<file path="src/rtl/clkmode_pkg.sv">
package clkmode_pkg;
   typedef enum logic [1:0] {
      OUT_LOOP = 2'b00,
      OUT_INT  = 2'b01,
      OUT_EXT  = 2'b10,
      OUT_RSVD = 2'b11
   } out_sel_e;
endpackage

</file>
<file path="src/rtl/clkmode_status.sv">
module clkmode_status
   import clkmode_pkg::*;
#(
   parameter int RANGE_W = 2
) (
   input  logic               clk,
   input  logic               rst_n,
   input  logic               req_ref_int,
   input  logic [1:0]         req_out_sel,
   input  logic [RANGE_W-1:0] range_lat,
   input  logic               int_ref_ready,
   input  logic               ext_ref_ready,
   input  logic               loop_ready,
   input  logic               dco_started,
   output logic               sts_ref_int,
   output logic [1:0]         sts_out_sel,
   output logic [RANGE_W-1:0] sts_range_raw,
   output logic               relock
);
   out_sel_e cur_sel, want_sel;
   logic     ref_ok, out_ok, take_ref, take_out, take_rng, engaged;

   assign cur_sel  = out_sel_e'(sts_out_sel);
   assign want_sel = out_sel_e'(req_out_sel);
   assign engaged  = (cur_sel == OUT_LOOP);
   assign ref_ok   = req_ref_int ? int_ref_ready : ext_ref_ready;

   always_comb begin
      unique case (want_sel)
         OUT_LOOP: out_ok = loop_ready;
         OUT_INT:  out_ok = int_ref_ready;
         OUT_EXT:  out_ok = ext_ref_ready;
         default:  out_ok = 1'b0;
      endcase
   end

   // one field per edge, reference switch first
   assign take_ref = (req_ref_int != sts_ref_int) && ref_ok;
   assign take_out = !take_ref && (want_sel != cur_sel) && out_ok;
   assign take_rng = !take_ref && !take_out && (range_lat != sts_range_raw)
                     && (!engaged || dco_started);
   assign relock   = take_ref || (take_rng && engaged);

   always_ff @(posedge clk) begin
      if (!rst_n) begin
         sts_ref_int   <= 1'b1;
         sts_out_sel   <= OUT_LOOP;
         sts_range_raw <= '0;
      end else if (take_ref) begin
         sts_ref_int   <= req_ref_int;
      end else if (take_out) begin
         sts_out_sel   <= req_out_sel;
      end else if (take_rng) begin
         sts_range_raw <= range_lat;
      end
   end
endmodule

</file>
<file path="src/rtl/clkmode_lock.sv">
module clkmode_lock #(
   parameter int RELOCK_TICKS = 16
) (
   input  logic clk,
   input  logic rst_n,
   input  logic tick,
   input  logic loop_on,
   input  logic restart,
   output logic locked
);
   localparam int CW = $clog2(RELOCK_TICKS + 1);
   localparam logic [CW-1:0] FULL = CW'(RELOCK_TICKS);

   logic [CW-1:0] cnt;

   always_ff @(posedge clk) begin
      if (!rst_n)                 cnt <= '0;
      else if (restart || !loop_on) cnt <= '0;
      else if (tick && cnt != FULL) cnt <= cnt + 1'b1;
   end

   assign locked = (cnt == FULL);
endmodule

</file>
<file path="src/rtl/clkmode_ctrl.sv">
module clkmode_ctrl
   import clkmode_pkg::*;
#(
   parameter int RANGE_W      = 2,
   parameter int RELOCK_TICKS = 16,
   parameter bit GATE_REG     = 1'b0
) (
   input  logic               clk,
   input  logic               rst_n,
   input  logic               ref_tick,
   input  logic               req_ref_int,
   input  logic [1:0]         req_out_sel,
   input  logic [RANGE_W-1:0] req_range,
   input  logic               req_lowpwr,
   input  logic               req_pll_sel,
   input  logic               req_int_en,
   input  logic               req_int_stop_en,
   input  logic               req_ext_en,
   input  logic               req_ext_stop_en,
   input  logic               int_ref_ready,
   input  logic               ext_ref_ready,
   input  logic               loop_ready,
   input  logic               dco_started,
   input  logic               dbg_active,
   input  logic               stop_req,
   output logic               sts_ref_int,
   output logic [1:0]         sts_out_sel,
   output logic [RANGE_W-1:0] sts_range,
   output logic               fll_en,
   output logic               pll_en,
   output logic               lock,
   output logic               int_gate,
   output logic               ext_gate
);
   initial begin
      assert (RANGE_W >= 1) else $error("RANGE_W must be at least 1");
      assert (RELOCK_TICKS >= 1) else $error("RELOCK_TICKS must be at least 1");
   end

   logic [RANGE_W-1:0] range_lat, range_raw;
   logic               relock, lp_eff, bypass_lp, loop_on, int_g, ext_g;

   // range request held while low power is requested
   always_ff @(posedge clk) begin
      if (!rst_n)          range_lat <= '0;
      else if (!req_lowpwr) range_lat <= req_range;
   end

   clkmode_status #(.RANGE_W(RANGE_W)) u_status (
      .clk(clk), .rst_n(rst_n),
      .req_ref_int(req_ref_int), .req_out_sel(req_out_sel), .range_lat(range_lat),
      .int_ref_ready(int_ref_ready), .ext_ref_ready(ext_ref_ready),
      .loop_ready(loop_ready), .dco_started(dco_started),
      .sts_ref_int(sts_ref_int), .sts_out_sel(sts_out_sel),
      .sts_range_raw(range_raw), .relock(relock)
   );

   assign lp_eff    = req_lowpwr && !dbg_active;
   assign bypass_lp = lp_eff && (out_sel_e'(sts_out_sel) == OUT_EXT);
   assign loop_on   = !stop_req && !bypass_lp;
   assign fll_en    = loop_on && !req_pll_sel;
   assign pll_en    = loop_on && req_pll_sel;
   assign sts_range = bypass_lp ? '0 : range_raw;

   clkmode_lock #(.RELOCK_TICKS(RELOCK_TICKS)) u_lock (
      .clk(clk), .rst_n(rst_n), .tick(ref_tick),
      .loop_on(loop_on), .restart(relock), .locked(lock)
   );

   assign int_g = req_int_en && (!stop_req || req_int_stop_en);
   assign ext_g = req_ext_en && (!stop_req || req_ext_stop_en);

   generate
      if (GATE_REG) begin : g_gate_reg
         always_ff @(posedge clk) begin
            if (!rst_n) begin
               int_gate <= 1'b0;
               ext_gate <= 1'b0;
            end else begin
               int_gate <= int_g;
               ext_gate <= ext_g;
            end
         end
      end else begin : g_gate_comb
         assign int_gate = int_g;
         assign ext_gate = ext_g;
      end
   endgenerate
endmodule

</file>
<file path="config.mk">
export PLATFORM = sky130hd
export DESIGN_NAME = clkmode_ctrl
export DESIGN_NICKNAME = d
export VERILOG_FILES = /design/src/rtl/clkmode_pkg.sv /design/src/rtl/clkmode_status.sv /design/src/rtl/clkmode_lock.sv /design/src/rtl/clkmode_ctrl.sv
export SDC_FILE = /design/constraint.sdc
export NUM_CORES = 1
export LEC_CHECK = 0
export ABC_AREA = 0
export ABC_CLOCK_PERIOD_IN_PS = 2300
export BUFFER_PORTS_ARGS = -buffer_cell sky130_fd_sc_hd__buf_2
export CORE_MARGIN = 2
export CORE_UTILIZATION = 49
export CTS_BUF_LIST = sky130_fd_sc_hd__clkbuf_16
export DETAILED_ROUTE_END_ITERATION = 12
export PLACE_DENSITY = 0.82
export SLEW_MARGIN = 20
export SYNTH_ARGS = -nofsm -noshare
export SYNTH_HDL_FRONTEND = slang
export SYNTH_SLANG_ARGS = --single-unit
</file>
<file path="constraint.sdc">
create_clock -name clk -period 2.3 [get_ports clk]
set_input_delay 0.46 -clock clk [delete_from_list [all_inputs] [get_ports clk]]
set_output_delay 0.46 -clock clk [all_outputs]
set_load 0.02 [all_outputs]
</file>
==> reports/metrics.csv <==
metric,value,unit
outcome,finished clean,
die_area,0.00177,sq mm
period_needed,1820,ps
fmax,550,MHz
intPower,0.489,mW
powerDensity,684,mW/mm^2
clock-sinks,12,
switching_share,24.8,%
cts_buffers,3,
diodes,0,
startpoint_type,flip-flop,
rsz0062_at_grt,no,
layout_common_cells,"buf_2, dfxtp_1, nand2_1",
cts_resized,0,
power_switching,0.161,mW
p_clk_share,49.9,%
syn_area_per_cell,8.64,sq um
clock_skew,0.750,ps
antenna_found_initial,0,
clockBufferDepth,2,
hold_slack,479,ps
p_leak,0.445,nW
cts_hold_buf,0,
detail-route-antenna-nets,0,
grt_pass1_vias,667,
grt_overflow,0,
fp.dieH,42.0,um
clk_latency,240,ps
maxCapViolCount,0,
slew_violations,0,
netlist_area,708,sq um
top_layer,met4,
num_vias,710,
drt_iter0_markers,8,
ys_types,24,
totalWireLength,1710,um
grt_use_total,23.2,%
core_area,0.00132,sq mm
die_width,42.0,um
grt_pass1_wl,3020,um
boundaryPins,30,
hold_class,input pin to flip-flop,
ys_seq_area_share,33.9,%
globalplace.congestion,0.839,
wire_per_inst,13.2,um
met3WireLength,130,um
root_buffer,clkbuf_16,
hold_violations,0,
post_cts_buffers,0,
cp-end-kind,primary output,
ys_ff_latch,12,
syn_inst,82,
critical_path_class,flip-flop to primary output,
power,0.650,mW
setup_tns,0,ps
tritoncts,done,
worst-r2r-setup-slack,960,ps
fin_nets,138,
start_util,53.8,%
combPwrFrac,15.5,%
area_growth,34.3,%
crit_fanout,6,
cp.arrival,1360,ps
finalSetupViolCount,0,
cp_data_required_time,1840,ps
wl_met2,732,um
syn-num-nets,104,
timing.final.crit_share,79.0,%
yosysWarnings,0,
drtPass1Iterations,4,
rows,13,
port_buffers,29,
seqPwrFrac,34.6,%
mostFrequentLayoutCell,buf_2,
clkSlewWorstSetupHoldPaths,40,ps
grt_start_max_net_pins,8,
tightest_slew,383,ps
slew-limit-headroom,74.4,%
met1Wirelength,802,um
fin_cells,130,
via_per_inst,5.46,
drc,0,
layout-drive-gt1-share,31.3,%
dp_hpwl,1270,um
htreeDepth,1,
vdd.ir_drop.worst,361,uV
placed_cells,126,
-- power groups by stage --
| stage | logic [mW] | clock network [mW] | registers [mW] |
|---|---|---|---|
| floorplan | 0.0568 | 0 | 0.231 |
| global placement | 0.0965 | 0 | 0.228 |
| detailed placement | 0.0990 | 0 | 0.229 |
| CTS | 0.101 | 0.326 | 0.225 |
| global route | 0.112 | 0.337 | 0.227 |
| finish | 0.101 | 0.324 | 0.225 |
-- cells in the mapped netlist, drive strengths merged --
library cell | count | area share [%]
dfxtp | 12 | 34
nand2 | 8 | 4.2
nor3 | 7 | 4.9
inv | 6 | 3.2
mux2i | 6 | 8.5
o21ai | 5 | 4.1
xor2 | 5 | 6.2
nand3 | 4 | 2.8
nor2 | 4 | 2.1
a21oi | 3 | 2.1
nor2b | 3 | 2.7
xnor2 | 3 | 3.7
a211oi | 2 | 3.5
a21boi | 2 | 2.1
ha | 2 | 3.5
nand3b | 2 | 2.1
nand4 | 2 | 1.8
o21a | 2 | 2.1
and2 | 1 | 0.88
and4bb | 1 | 1.8
nand4bb | 1 | 1.6
o221ai | 1 | 2.1
-- sequential cells by signal, indices dropped and copies added (netlist names) --
signal,flops
range_lat,2
u_lock.cnt,5
u_status.sts_out_sel,2
u_status.sts_range_raw,2
u_status.sts_ref_int,1
-- cell families after synthesis --
kind of cell / Yosys count / share of synthesized area [%]
buffers and inverters: 6 / 3.18
AOI/OAI and AO/OA: 15 / 16.1
xor gates and xnor gates: 8 / 9.89
muxes: 6 / 8.48
DFF: 12 / 33.9
and+or+nand+nor: 33 / 24.9
adders and majority gates: 2 / 3.53
-- worst paths after layout --
check	start	end	depth (start not counted)
worst max-delay path	u_status.sts_out_sel[0]	pll_en	4
worst min-delay path	req_range[1]	range_lat[1]	3
worst max register to register	u_status.sts_out_sel[0]	u_lock.cnt[2]	4
worst min register to register	u_status.sts_range_raw[0]	u_status.sts_range_raw[0]	2
-- critical path: stages, from the launching register on --
cell and delay [ps]:
dfxtp_1 430, and4bb_1 260, nor2_1 140, and2_1 130
buf_2 150
-- layer usage --
metal,track usage [%],vias up
met3,6.47,6
met2,33.4,28
met5,0,-
met1,30.9,315
met4,13.1,0
li1,-,361
-- metrics by stage --
stage / cell area (sq um) / worst slack, ps / util, %
after floorplan: 708 / 630 / -
after global placement: 872 / 584 / 66.2
after detailed placement: 872 / 562 / 66.2
after CTS: 951 / 483 / 72.2
after global routing: 951 / 376 / 72.2
final: 951 / 483 / 72.2
-- cell type report --
class | count | area (sq um)
timing repair buffer | 29 | 145
sequential | 12 | 240
clock inverter | 1 | 3.75
clock buffer | 3 | 75.1
fill | 103 | 367
tap | 15 | 18.8
inverter | 6 | 22.5
multi-input combinational | 64 | 445
Note: power is estimated with default switching activity, not from simulation.
